<file path="config.mk">
export PLATFORM = sky130hd
export DESIGN_NAME = hline_timing
export DESIGN_NICKNAME = d
export VERILOG_FILES = /design/src/rtl/hrt_pkg.sv /design/src/rtl/hrt_counter.sv /design/src/rtl/hrt_window.sv /design/src/rtl/hrt_regs.sv /design/src/rtl/hline_timing.sv
export SDC_FILE = /design/constraint.sdc
export NUM_CORES = 1
export LEC_CHECK = 0
export BUFFER_PORTS_ARGS = -buffer_cell sky130_fd_sc_hd__buf_2
export CAP_MARGIN = 40
export CORE_MARGIN = 5
export CORE_UTILIZATION = 57
export CTS_BUF_LIST = sky130_fd_sc_hd__clkbuf_8
export DETAILED_ROUTE_END_ITERATION = 8
export GPL_TIMING_DRIVEN = 0
export HOLD_SLACK_MARGIN = 0.02
export MAX_ROUTING_LAYER = met4
export PLACE_DENSITY = 0.77
export SKIP_LAST_GASP = 1
export SLEW_MARGIN = 25
export SYNTH_ARGS = -nofsm -noshare
export SYNTH_HDL_FRONTEND = slang
export SYNTH_HIERARCHICAL = 1
export SYNTH_SLANG_ARGS = --single-unit
</file>
<file path="constraint.sdc">
create_clock -name clk -period 6.1 [get_ports clk]
set_input_delay 0.305 -clock clk [delete_from_list [all_inputs] [get_ports clk]]
set_output_delay 0.305 -clock clk [all_outputs]
set_load 0.005 [all_outputs]
</file>
<file path="src/rtl/hrt_pkg.sv">
package hrt_pkg;
  localparam int REG_AW   = 3;
  localparam int NWIN     = 3;
  localparam int W_SYNC   = 0;
  localparam int W_ACT    = 1;
  localparam int W_GATE   = 2;
  localparam int STOP_LSB = 16;
  localparam int CTRL_POL  = 0;
  localparam int CTRL_GATE = 1;

  typedef enum logic [REG_AW-1:0] {
    A_TOTAL = 3'd0,
    A_SYNC  = 3'd1,
    A_ACT   = 3'd2,
    A_GATE  = 3'd3,
    A_CTRL  = 3'd4,
    A_STAT  = 3'd5
  } reg_addr_e;
endpackage

</file>
<file path="src/rtl/hrt_counter.sv">
module hrt_counter #(
  parameter int CW = 11
) (
  input  logic          clk,
  input  logic          rst,
  input  logic [CW-1:0] total_nx,
  output logic [CW-1:0] cnt,
  output logic [CW-1:0] cnt_nx,
  output logic          reload
);
  assign reload = (cnt == '0);
  assign cnt_nx = reload ? total_nx : cnt - 1'b1;

  always_ff @(posedge clk) begin
    if (rst) cnt <= '0;
    else     cnt <= cnt_nx;
  end

  // a nonzero count steps down by one
  p_dec_r2: assert property (@(posedge clk) disable iff (rst)
    (cnt != '0) |=> (cnt == $past(cnt) - 1'b1));
endmodule

</file>
<file path="src/rtl/hrt_window.sv">
module hrt_window #(
  parameter int CW = 11
) (
  input  logic          clk,
  input  logic          rst,
  input  logic [CW-1:0] cnt_nx,
  input  logic [CW-1:0] start_nx,
  input  logic [CW-1:0] stop_nx,
  output logic          win_nx,
  output logic          win_q
);
  always_comb begin
    if (start_nx == stop_nx)     win_nx = 1'b0;
    else if (cnt_nx == start_nx) win_nx = 1'b1;
    else if (cnt_nx == stop_nx)  win_nx = 1'b0;
    else                         win_nx = win_q;
  end

  always_ff @(posedge clk) begin
    if (rst) win_q <= 1'b0;
    else     win_q <= win_nx;
  end

  // equal compare values keep the window shut
  p_off_r5: assert property (@(posedge clk) disable iff (rst)
    (start_nx == stop_nx) |=> !win_q);
endmodule

</file>
<file path="src/rtl/hrt_regs.sv">
module hrt_regs
  import hrt_pkg::*;
#(
  parameter int CW   = 11,
  parameter int LEAD = 5,
  parameter int DW   = 32
) (
  input  logic                      clk,
  input  logic                      rst,
  input  logic                      wr_en,
  input  logic [REG_AW-1:0]         wr_addr,
  input  logic [DW-1:0]             wr_data,
  input  logic [REG_AW-1:0]         rd_addr,
  output logic [DW-1:0]             rd_data,
  input  logic                      reload,
  output logic [CW-1:0]             total_nx,
  output logic [NWIN-1:0][CW-1:0]   start_nx,
  output logic [NWIN-1:0][CW-1:0]   stop_nx,
  output logic                      pol_nx,
  output logic                      gate_en_nx,
  output logic                      err
);
  localparam logic [CW-1:0] LEAD_C = CW'(LEAD);

  logic [CW-1:0]           p_total, l_total;
  logic [NWIN-1:0][CW-1:0] p_start, p_stop, l_start, l_stop;
  logic                    p_pol, p_gen, l_pol, l_gen;
  logic                    err_d;
  logic [DW-1:0]           rd_word;

  // pending (software-visible) set
  always_ff @(posedge clk) begin
    if (rst) begin
      p_total <= '0;
      p_start <= '0;
      p_stop  <= '0;
      p_pol   <= 1'b0;
      p_gen   <= 1'b0;
    end else if (wr_en) begin
      case (reg_addr_e'(wr_addr))
        A_TOTAL: p_total <= wr_data[CW-1:0];
        A_CTRL: begin
          p_pol <= wr_data[CTRL_POL];
          p_gen <= wr_data[CTRL_GATE];
        end
        default: begin
          for (int i = 0; i < NWIN; i++) begin
            if (wr_addr == REG_AW'(i + 1)) begin
              p_start[i] <= wr_data[CW-1:0];
              p_stop[i]  <= wr_data[STOP_LSB +: CW];
            end
          end
        end
      endcase
    end
  end

  // working set, swapped only on a line reload
  always_ff @(posedge clk) begin
    if (rst) begin
      l_total <= '0;
      l_start <= '0;
      l_stop  <= '0;
      l_pol   <= 1'b0;
      l_gen   <= 1'b0;
    end else if (reload) begin
      l_total <= p_total;
      l_start <= p_start;
      l_stop  <= p_stop;
      l_pol   <= p_pol;
      l_gen   <= p_gen;
    end
  end

  assign total_nx   = reload ? p_total : l_total;
  assign start_nx   = reload ? p_start : l_start;
  assign stop_nx    = reload ? p_stop  : l_stop;
  assign pol_nx     = reload ? p_pol   : l_pol;
  assign gate_en_nx = reload ? p_gen   : l_gen;

  // plus-LEAD placement rule between active and gating windows
  assign err_d = p_gen &&
                 ((p_start[W_ACT] != p_start[W_GATE] + LEAD_C) ||
                  (p_stop[W_ACT]  != p_stop[W_GATE]  + LEAD_C));

  always_ff @(posedge clk) begin
    if (rst) err <= 1'b0;
    else     err <= err_d;
  end

  always_comb begin
    rd_word = '0;
    case (reg_addr_e'(rd_addr))
      A_TOTAL: rd_word[CW-1:0] = p_total;
      A_CTRL: begin
        rd_word[CTRL_POL]  = p_pol;
        rd_word[CTRL_GATE] = p_gen;
      end
      A_STAT:  rd_word[0] = err;
      default: begin
        for (int i = 0; i < NWIN; i++) begin
          if (rd_addr == REG_AW'(i + 1)) begin
            rd_word[CW-1:0]          = p_start[i];
            rd_word[STOP_LSB +: CW]  = p_stop[i];
          end
        end
      end
    endcase
  end

  always_ff @(posedge clk) begin
    if (rst) rd_data <= '0;
    else     rd_data <= rd_word;
  end

  // working values hold between reloads
  p_hold_r10: assert property (@(posedge clk) disable iff (rst)
    (!reload) |=> ($stable(l_total) && $stable(l_start) && $stable(l_stop) &&
                   $stable(l_pol) && $stable(l_gen)));
  // no error flagged while gating is off in the pending set
  p_err_r8: assert property (@(posedge clk) disable iff (rst)
    (!p_gen) |=> !err);
endmodule

</file>
<file path="src/rtl/hline_timing.sv">
module hline_timing
  import hrt_pkg::*;
#(
  parameter int CW   = 11,
  parameter int LEAD = 5
) (
  input  logic          clk,
  input  logic          rst,
  input  logic          wr_en,
  input  logic [2:0]    wr_addr,
  input  logic [31:0]   wr_data,
  input  logic [2:0]    rd_addr,
  output logic [31:0]   rd_data,
  input  logic          vact_n,
  output logic [CW-1:0] hcount,
  output logic          hsync,
  output logic          de_n,
  output logic          pclk_en,
  output logic          eol,
  output logic          cfg_err
);
  logic [CW-1:0]           total_nx, cnt_nx;
  logic [NWIN-1:0][CW-1:0] start_nx, stop_nx;
  logic [NWIN-1:0]         win_nx, win_q;
  logic                    pol_nx, gate_en_nx, reload;

  hrt_regs #(.CW(CW), .LEAD(LEAD), .DW(32)) u_regs (
    .clk(clk), .rst(rst), .wr_en(wr_en), .wr_addr(wr_addr), .wr_data(wr_data),
    .rd_addr(rd_addr), .rd_data(rd_data), .reload(reload),
    .total_nx(total_nx), .start_nx(start_nx), .stop_nx(stop_nx),
    .pol_nx(pol_nx), .gate_en_nx(gate_en_nx), .err(cfg_err)
  );

  hrt_counter #(.CW(CW)) u_cnt (
    .clk(clk), .rst(rst), .total_nx(total_nx),
    .cnt(hcount), .cnt_nx(cnt_nx), .reload(reload)
  );

  for (genvar g = 0; g < NWIN; g++) begin : g_win
    hrt_window #(.CW(CW)) u_win (
      .clk(clk), .rst(rst), .cnt_nx(cnt_nx),
      .start_nx(start_nx[g]), .stop_nx(stop_nx[g]),
      .win_nx(win_nx[g]), .win_q(win_q[g])
    );
  end

  always_ff @(posedge clk) begin
    if (rst) begin
      hsync   <= 1'b1;
      de_n    <= 1'b1;
      pclk_en <= 1'b1;
      eol     <= 1'b0;
    end else begin
      hsync   <= pol_nx ? win_nx[W_SYNC] : ~win_nx[W_SYNC];
      de_n    <= vact_n | ~win_nx[W_ACT];
      pclk_en <= ~gate_en_nx | win_nx[W_GATE];
      eol     <= reload;
    end
  end

  // strobe follows a zero count, and only that
  p_eol_r3: assert property (@(posedge clk) disable iff (rst)
    (hcount == '0) |=> eol);
  p_noeol_r3: assert property (@(posedge clk) disable iff (rst)
    (hcount != '0) |=> !eol);
  // vertical blanking forces video off
  p_de_r6: assert property (@(posedge clk) disable iff (rst)
    vact_n |=> de_n);
  // clock runs freely when gating is off
  p_gate_r7: assert property (@(posedge clk) disable iff (rst)
    (!gate_en_nx) |=> pclk_en);
endmodule

</file>
### Yosys cells after proc, flatten, opt, wreduce, memory -nomap -nowiden

Cells that the tools add are included.
W data, S select, Z words.

| word-level totals | value |
|---|---|
| flip-flop bits (word level) | 198 |
| bits in latches | 0 |
| RAM bits | 0 |
| ROM bits | 0 |
| input port bits | 42 |
| output and inout port bits | 48 |
| word-level logic and storage cells | 95 |
| memories kept | 0 |

| operators by class | value |
|---|---|
| add/sub/neg operators | 3 |
| multipliers | 0 |
| div/mod/pow operators | 0 |
| magnitude comparators | 0 |
| equality and inequality tests | 20 |
| shift-type cells | 0 |
| mux-type cells | 24 |
| bitwise gates (word level) | 6 |
| reductions and logical operators | 13 |

Operators with widths:

| operator | count |
|---|---|
| $eq A11 B11 Y1 | 9 |
| $mux W11 | 7 |
| $mux W33 | 2 |
| $add A11 B3 Y11 const B | 2 |
| $ne A11 B11 Y1 | 2 |
| $pmux W9 S2 | 1 |
| $eq A3 B2 Y1 const B | 4 |
| $mux W1 | 12 |
| $logic_not A11 Y1 | 1 |
| $sub A11 B1 Y11 const B | 1 |
| $eq A3 B3 Y1 const B | 3 |
| $reduce_and A3 Y1 | 3 |
| $eq A3 B1 Y1 const B | 2 |
| $logic_not A3 Y1 | 2 |
| $pmux W1 S3 | 2 |
| $not A1 Y1 | 4 |
| $reduce_and A2 Y1 | 2 |
| $reduce_or A2 Y1 | 2 |
| $reduce_or A4 Y1 | 1 |
| $or A1 B1 Y1 | 2 |
| $logic_and A1 B1 Y1 | 1 |
| $logic_or A1 B1 Y1 | 1 |

### Longest topological paths before layout

Gate-level depths: netlist (run 1).

| logic depth | value |
|---|---|
| depth in word-level cells | 8 |
| depth in mapped cells | 20 |
| depth with buffers taken out | 16 |

### Modules after synthesis

Netlist (run 1), hierarchy kept.

Modules (own cells, without submodules):

| module | times used | cells an instance | area each (um^2) | sequential area each (um^2) |
|---|---|---|---|---|
| hrt_regs | 1 | 879 | 7,677.4 | 3,623.5 |
| hrt_window | 3 | 48 | 409.1 | 20.0 |
| hrt_counter | 1 | 83 | 705.7 | 220.2 |
| hline_timing | 1 | 10 | 120.1 | 80.1 |

### Worst setup path after synthesis (run 1)

No wires, ideal clock.

| path | value |
|---|---|
| kind | reg2reg |
| from | reg u_cnt.cnt[0] |
| to | reg pclk_en |
| library setup time | 0.127 ns |
| arrival | 4.215 ns |
| required time | 5.973 ns |
| path slack | 1.758 ns |
| cell stages (with the launch flop) | 19 |
| path buffers | 4 |
| clock period less this slack | 4.342 ns |
| path through | dfxtp_1 -> inv_1 -> ha_1 -> nor3b_1 -> nand3_1 -> buf_2 -> inv_1 -> clkbuf_1 -> clkbuf_1 -> buf_2 -> mux2_2 -> nand3b_1 -> a21oi_1 -> nor2_1 -> xnor2_1 -> nand4_1 -> o31ai_1 -> a21oi_1 -> or3b_1 |

| between the ends | value |
|---|---|
| word-level cells in the longest chain between the ends | 7 |
| elaborated cells between the ends (all ways) | 14 |
| classes of those cells | 1 x add/sub; 3 x eq/ne; 7 x mux; 2 x bitwise; 1 x reduce/logical |

Ends and longest elaborated chain:

| element | line | source |
|---|---|---|
| start: declaration | hrt_counter.sv:7 | `output logic [CW-1:0] cnt,` |
| start signal: assignment | hrt_counter.sv:16 | `else cnt <= cnt_nx;` |
| $logic_not A11 Y1 (*) | hrt_counter.sv:11 | `assign reload = (cnt == '0);` |
| named net reload | hline_timing.sv:25 | `logic pol_nx, gate_en_nx, reload;` |
| $mux W11 (*) | hrt_counter.sv:12 | `assign cnt_nx = reload ? total_nx : cnt - 1'b1;` |
| named net cnt_nx[9] | hline_timing.sv:22 | `logic [CW-1:0] total_nx, cnt_nx;` |
| $eq A11 B11 Y1 | hrt_window.sv:15 | `else if (cnt_nx == stop_nx) win_nx = 1'b0;` |
| $mux W1 | hrt_window.sv:15 |  |
| $mux W1 (*) | hrt_window.sv:14 | `else if (cnt_nx == start_nx) win_nx = 1'b1;` |
| $mux W1 (*) | hrt_window.sv:13 | `if (start_nx == stop_nx) win_nx = 1'b0;` |
| named net win_nx[2] | hline_timing.sv:24 | `logic [NWIN-1:0] win_nx, win_q;` |
| $or A1 B1 Y1 (*) | hline_timing.sv:56 | `pclk_en <= ~gate_en_nx \| win_nx[W_GATE];` |
| end signal: assignment | hline_timing.sv:56 |  |
| end: declaration | hline_timing.sv:18 | `output logic pclk_en,` |

Mark *: on every way through the listed nets, which the timed path passes. The rest lies on a longest branch.
A chain may end at the register's enable or synchronous reset.

### Final worst setup path (run 1)

Ends and elaborated chain as after synthesis.

==> results of run 1 <==
-- state kept, by name, summed over array words and instances, names as in the netlist, 3 cells and up --
register,count
g_win.u_win/win_q,3
u_regs/p_total,11
u_regs/p_stop,33
u_regs/l_total,11
u_regs/rd_data,22
u_regs/p_start,33
u_cnt/cnt,11
u_regs/l_start,33
u_regs/l_stop,33
-- where the power goes --
| group | internal [mW] | switching (mW) | leakage, nW |
|---|---|---|---|
| clock | 0.432 | 0.477 | 0.215 |
| combinational | 0.737 | 1.02 | 2.36 |
| sequential | 1.35 | 0.0661 | 1.61 |
| total | 2.52 | 1.56 | 4.18 |
-- placed cells by master, fill, tap and decap left out, types with 3 or more instances in the layout --
cell         n
a21oi_1    135
xor2_1      45
nand3b_1     6
dfxtp_1    199
o31ai_1      5
xnor2_1     88
nand2b_1     3
o21ai_0     34
mux2_2      82
clkbuf_8    19
clkbuf_1    53
nand4_1     15
mux2i_1      4
nor2b_1     81
clkinv_4     4
a211oi_2     7
nor2_1      60
a211oi_1     5
nor4_2       9
nand3_1     13
buf_4       18
bufinv_16    3
nor3_1      14
nand2_1    179
buf_1        5
buf_2       76
ha_1         4
inv_1        7
nor3b_1      4
conb_1      10
inv_6        3
-- per-stage QoR --
step	total power, mW	hold WS (ns)	util	instances	instance area (um^2)
3_5_place_dp	3.15	0.477	0.628	1421	10400
6_report	4.08	0.0799	0.655	1456	10900
2_1_floorplan	2.65	0.370	-	1125	9760
4_1_cts	4.06	0.0611	0.654	1454	10900
3_3_place_gp	3.04	0.459	0.624	1414	10400
5_1_grt	4.27	0.0661	0.655	1456	10900
-- layer usage --
| layer | wire [um] | GRT usage | vias to the layer above |
|---|---|---|---|
| met5 | 0 | - | - |
| met4 | 1250 | 0.136 | 0 |
| met3 | 2060 | 0.0467 | 98 |
| met2 | 13400 | 0.471 | 387 |
| met1 | 11800 | 0.375 | 3923 |
| li1 | - | - | 3963 |
-- cell type report --
class | instances | share of cell area
tap | 220 | 0.0252
clock inverter | 13 | 0.0156
buffer | 77 | 0.0321
multi-input combinational | 843 | 0.497
sequential | 199 | 0.365
timing repair buffer | 79 | 0.0388
inverter | 6 | 0.00207
clock buffer | 19 | 0.0240
-- worst max-delay path by stage --
stage                         endpoint  slack (ns)  depth (start not counted)
global placement      hsync$_SDFF_PP1_        0.71                         19
global route        pclk_en$_SDFF_PP1_        0.27                         19
CTS                 pclk_en$_SDFF_PP1_        0.58                         19
floorplan           pclk_en$_SDFF_PP1_        1.76                         18
detailed placement  pclk_en$_SDFF_PP1_        0.62                         19
finish              pclk_en$_SDFF_PP1_        0.64                         19
-- what timing repair did --
| item | CTS | global route |
|---|---|---|
| hold endpoints to repair | 1 | 0 |
| hold buffers | 1 | 0 |
| setup buffers | 0 | 0 |
| setup endpoints to repair | 0 | 0 |
| gates resized for setup | 0 | 0 |
-- cells by family after synthesis --
| logic type | after synthesis | synth area share |
|---|---|---|
| flip-flops | 199 | 0.409 |
| multiplexers | 86 | 0.0990 |
| AND/OR/NAND/NOR | 400 | 0.204 |
| adder cells (fa/ha/maj) | 4 | 0.00514 |
| AO/OA/AOI/OAI | 209 | 0.122 |
| other | 1 | 0.000385 |
| XOR/XNOR | 134 | 0.121 |
| buffers and inverters | 83 | 0.0383 |
-- worst reg2reg max path, stage by stage (launching register included) --
cell      delay, ns
dfxtp_1        0.42
inv_1          0.13
ha_1           0.20
nor3b_1        0.53
nand3_1        0.26
buf_2          0.29
inv_1          0.09
clkbuf_1       0.32
clkbuf_1       0.53
buf_2          0.36
mux2_2         0.39
nand3b_1       0.17
a21oi_1        0.21
nor2_1         0.16
buf_4          0.20
xnor2_1        0.13
nand4_1        0.11
o31ai_1        0.35
a21oi_1        0.11
or3b_1         0.38
==> impl_results.md, run 1 <==
- Synth top area share: 0.409
- Peak supply drop: 414 uV
- CP max stage cell: nor3b_1
- Vias/cell: 5.75
- Leak Pwr: 4.18 nW
- Max Slew Vio Count: 0
- Worst hold start: wr_data[21]
- Critical path required time: 6.46 ns
- DRC violations left: 0
- Number of synthesized flops with an enable pin: 0
- Slew of the pin with the lowest slew margin: 0.735 ns
- Final ANT Viol Nets: 0
- GRT Overall Usage: 0.297
- Sequential area share after synthesis: 0.409
- Endpoint class of the critical path: flip-flop
- Peak Freq: 0.183 GHz
- CP startpoint: u_cnt/cnt[0]$_SDFF_PP0_
- Inserted Clock Buffers: 17
- DR iter-0 viols: 799
- Worst-path clk slew: 0.11 ns
- Worst r2r src: u_cnt/cnt[0]$_SDFF_PP0_
- Synthesized area per cell: 8.72 um^2
- Initial Util: 0.585
- Setup WS post-layout: 0.639 ns
- Hold crit path type: in -> reg
- CP Launch Type: flip-flop
- # clock sinks: 199
- DIE WIDTH: 141 um
- Bufs and invs on worst path: 7
- # IOs: 90
- Most frequent cells after synthesis: dfxtp_1 (199), nand2_1 (179), a21oi_1 (136)
- Share of layout cells above drive strength 1: 0.193
- Crit path largest cell delay: 0.53 ns
- CTS tree: yes
- Row count: 47
- Dpl ws: 0.618 ns
- Vert. Die Dim: 141 um
- Initial antenna violation count: 0
- Final wirelength: 28.6 mm
- Critical path, cell by cell: inv_1 -> ha_1 -> nor3b_1 -> nand3_1 -> buf_2 -> inv_1 -> clkbuf_1 -> clkbuf_1 -> buf_2 -> mux2_2 -> nand3b_1 -> a21oi_1 -> nor2_1 -> buf_4 -> xnor2_1 -> nand4_1 -> o31ai_1 -> a21oi_1 -> or3b_1
- R2R depth: 19
- Dominant cell type by area after synthesis: dfxtp_1
- Sequential cell area: 3980 um^2
- Placer congestion estimate: 0.975
- FFs w/ async S/R, synth: 0
- Multi-input gate area: 5420 um^2
- Count leader, synth: dfxtp_1
- Hold Crit Depth: 3
- Clock tree buffer depth: 2
- Ant diodes: 0
- Largest net degree at the start of global routing: 18
- Hold EP: u_regs/p_stop[16]$_SDFFE_PP0P_
- Via count: 8371
- Dpl hpwl: 22.0 mm
- Worst Path Arrival: 5.82 ns
- Yosys cell types: 55
- Area Overhead vs Synth: 12.1%
- Fin crit share: 0.895
- RR Endpoint: pclk_en$_SDFF_PP1_
- Status: finished, final reports clean
- CP top delay family: buffers and inverters
- Crit Path Max Fanout: 10
- Reg2reg setup slack: 0.64 ns
- Port bufs: 69
- Fin crit period: 5.46 ns
- Hold Vio Cnt, Final: 0
- Clk_skew: 0.0166 ns
- Root Driver: clkbuf_8
- Sum Neg Setup Slack: 0 ns
- DR WL/cell: 19.6 um
- Synth warn: 6
- Latest clock arrival within the worst-skew pair: 0.48 ns
- Fill cells: 1397
- Die area: 19800 um^2
- Mapped Cells: 1116
- RSZ-0062 raised after global routing: false
- Router iterations before antenna repair: 5
- Max Cap Viol: 0
- Net count, final: 1269
- PwrDens: 374 nW/um^2
- Total global routing overflow: 0
- Mapped Area: 9730 um^2
- Primary FF master, synth: dfxtp_1
- Vias in the first global route: 7994
- Synth top area cells: dfxtp_1 (41%), mux2_2 (9.5%), xnor2_1 (7.9%)
- H-tree depth: 4
- Critical path type: reg -> reg
- Core area: 16600 um^2
- First-pass GRT wire length: 44.4 mm
- Number of synthesized register bits: 199
- Endpoints failing setup: 0
- Max transition margin: 0.506
No activity file was read; power rests on OpenSTA's default activity.
==> inputs of run 2 (changes only) <==
==> constraint.sdc (replaced) <==
create_clock -name clk -period 5.1 [get_ports clk]
set_input_delay 0.255 -clock clk [delete_from_list [all_inputs] [get_ports clk]]
set_output_delay 0.255 -clock clk [all_outputs]
set_load 0.005 [all_outputs]
==> run 2 against run 1 <==
- flip-flop and latch count unchanged
- hold slack worse by 0.035 ns
- routed wire length increased by 0.41%
- design area grew 0.84%
- count of clock-buffer cells in the layout is the same
- largest cell class unchanged
- final cell count grew 0.41%
==> impl_results.md, run 2 (synthesis results as in run 1) <==
- Dpl cells: 1421 (unchanged)
- Total global routing overflow: 0 (unchanged)
- First-pass GRT wire length: 44.5 mm (+0.33%)
- Placer congestion estimate: 0.975 (unchanged)
- DRC violations left: 0 (unchanged)
- CTS tree: yes
- Peak Freq: 0.212 GHz (+16%)
- Setup crit end: hsync$_SDFF_PP1_
- RR Endpoint: hsync$_SDFF_PP1_
- Share of layout cells above drive strength 1: 0.195 (+0.00229)
- Via count: 8366 (-0.060%)
- Fin crit share: 0.925 (+0.0303)
- H-tree depth: 4 (unchanged)
- Vias/cell: 5.72 (-0.47%)
- DIE WIDTH: 141 um (unchanged)
- RSZ-0062 raised after global routing: false
- Final wirelength: 28.7 mm (+0.41%)
- Initial antenna violation count: 0 (unchanged)
- R2R depth: 17 (-2)
- Max Slew Vio Count: 0 (unchanged)
- GRT Overall Usage: 0.298 (+0.000883)
- Endpoints failing setup: 0 (unchanged)
- Slew of the pin with the lowest slew margin: 0.670 ns (-0.0644 ns)
- DR WL/cell: 19.6 um (about the same)
- Largest net degree at the start of global routing: 18 (unchanged)
- Vias in the first global route: 8039 (+0.56%)
- Hold crit path type: in -> reg
- Clock tree buffer depth: 2 (unchanged)
- Die area: 19800 um^2 (unchanged)
- # clock sinks: 199 (unchanged)
- Crit Path Max Fanout: 10 (unchanged)
- Clk_skew: 0.0175 ns (+0.000932 ns)
- # IOs: 90 (unchanged)
- Port bufs: 69 (unchanged)
- Critical path type: reg -> reg
- Critical path required time: 5.48 ns (-0.98 ns)
- Max Cap Viol: 0 (unchanged)
- Worst r2r src: u_cnt/cnt[0]$_SDFF_PP0_
- Initial Util: 0.585 (unchanged)
- Vert. Die Dim: 141 um (unchanged)
- Worst Path Arrival: 5.10 ns (-0.72 ns)
- Fin crit period: 4.72 ns (-0.741 ns)
- Endpoint class of the critical path: flip-flop
- Peak supply drop: 473 uV (+14%)
- Placed Area: 10400 um^2 (unchanged)
- DR iter-0 viols: 794 (-0.63%)
- Most frequent cells in the layout: dfxtp_1 (199), nand2_1 (179), a21oi_1 (135)
- Hold Vio Cnt, Final: 0 (unchanged)
- Status: finished, final reports clean
- Router iterations before antenna repair: 5 (unchanged)
- CP startpoint: u_cnt/cnt[0]$_SDFF_PP0_
- Ant diodes: 0 (unchanged)
- Post-CTS Setup Inserts: 0 (unchanged)
- Net count, final: 1275 (+0.47%)
- Non-Filler Instances: 1462 (+0.41%)
- Core Util, Final: 0.661 (+0.00549)
- Root Driver: clkbuf_8
- Reg2reg setup slack: 0.38 ns (-0.26 ns)
- Final Power: 4.88 mW (+20%)
- Dpl hpwl: 22.0 mm (unchanged)
- Core area: 16600 um^2 (unchanged)
- Latest clock arrival within the worst-skew pair: 0.48 ns (about the same)
- PwrDens: 444 nW/um^2 (+19%)
- Area Overhead vs Synth: 13.0%
- Most common cell after layout, fill and taps aside: dfxtp_1
- CP Launch Type: flip-flop
- Leak Pwr: 4.22 nW (+0.85%)
- Row count: 47 (unchanged)
- Inserted Clock Buffers: 17 (unchanged)
- Final ANT Viol Nets: 0 (unchanged)
- Max transition margin: 0.553 (+0.0474)
- Worst-path clk slew: 0.11 ns (about the same)
- Post-Layout Inst Area: 11000 um^2 (+0.84%)
- Sum Neg Setup Slack: 0 ns (unchanged)
run 2: what timing repair did:
item / 4_1_cts / 5_1_grt
gates cloned: 0 / 0
setup endpoints to repair: 6 / 3
endpoints found under the hold margin: 13 / 0
resized for setup: 3 / 4
hold buffers: 9 / 0
pin swaps: 0 / 0
run 2: power breakdown:
part	switching, mW	internal, mW	total, mW
registers	0.0814	1.62	1.70
logic	1.22	0.881	2.10
clock network	0.570	0.517	1.09
run 2: area by class of cell:
cell class | count | area [um^2]
buffer | 76 | 350
multi-input combinational | 843 | 5440
timing repair buffer | 86 | 495
clock inverter | 13 | 170
sequential | 199 | 3980
inverter | 6 | 22.5
clock buffer | 19 | 262
tap | 220 | 275
fill | 1386 | 5650
run 2: metal layers:
| metal | vias to the layer above | routed length [um] | global-route usage |
|---|---|---|---|
| met1 | 3905 | 11700 | 0.376 |
| met5 | - | 0 | - |
| met3 | 99 | 2280 | 0.0461 |
| met2 | 398 | 13400 | 0.474 |
| li1 | 3964 | - | - |
| met4 | 0 | 1260 | 0.136 |
run 2: through the flow:
| step | hold slack, ns | setup WS, ns |
|---|---|---|
| 2_1_floorplan | 0.320 | 0.758 |
| 3_3_place_gp | 0.439 | -0.285 |
| 3_5_place_dp | 0.450 | -0.382 |
| 4_1_cts | 0.0200 | 0.135 |
| 5_1_grt | 0.0302 | 0.102 |
| 6_report | 0.0445 | 0.380 |
run 2: critical path, stage by stage (launching register included):
cell and delay, ns:
dfxtp_1 0.42, inv_1 0.12, ha_1 0.20, nor3b_2 0.36, nand3_1 0.22, buf_2 0.26
inv_1 0.26, clkbuf_4 0.31, buf_2 0.27, mux2_2 0.39, o211ai_1 0.22, nand2_1 0.36
xor2_1 0.28, nor4_2 0.27, nand3_1 0.16, a21oi_1 0.19, xor2_1 0.24, nand2b_1 0.08
run 2: how the worst min path moves through the flow:
stage / startpoint / to / cells after the start
6_report: wr_data[18] / u_regs/p_stop[24]$_SDFFE_PP0P_ / 3
5_1_grt: wr_data[8] / u_regs/p_start[19]$_SDFFE_PP0P_ / 3
4_1_cts: wr_data[20] / u_regs/p_stop[4]$_SDFFE_PP0P_ / 3
3_5_place_dp: vact_n / de_n$_SDFF_PP1_ / 3
3_3_place_gp: vact_n / de_n$_SDFF_PP1_ / 3
2_1_floorplan: rst / g_win[0].u_win/win_q$_SDFF_PP0_ / 1
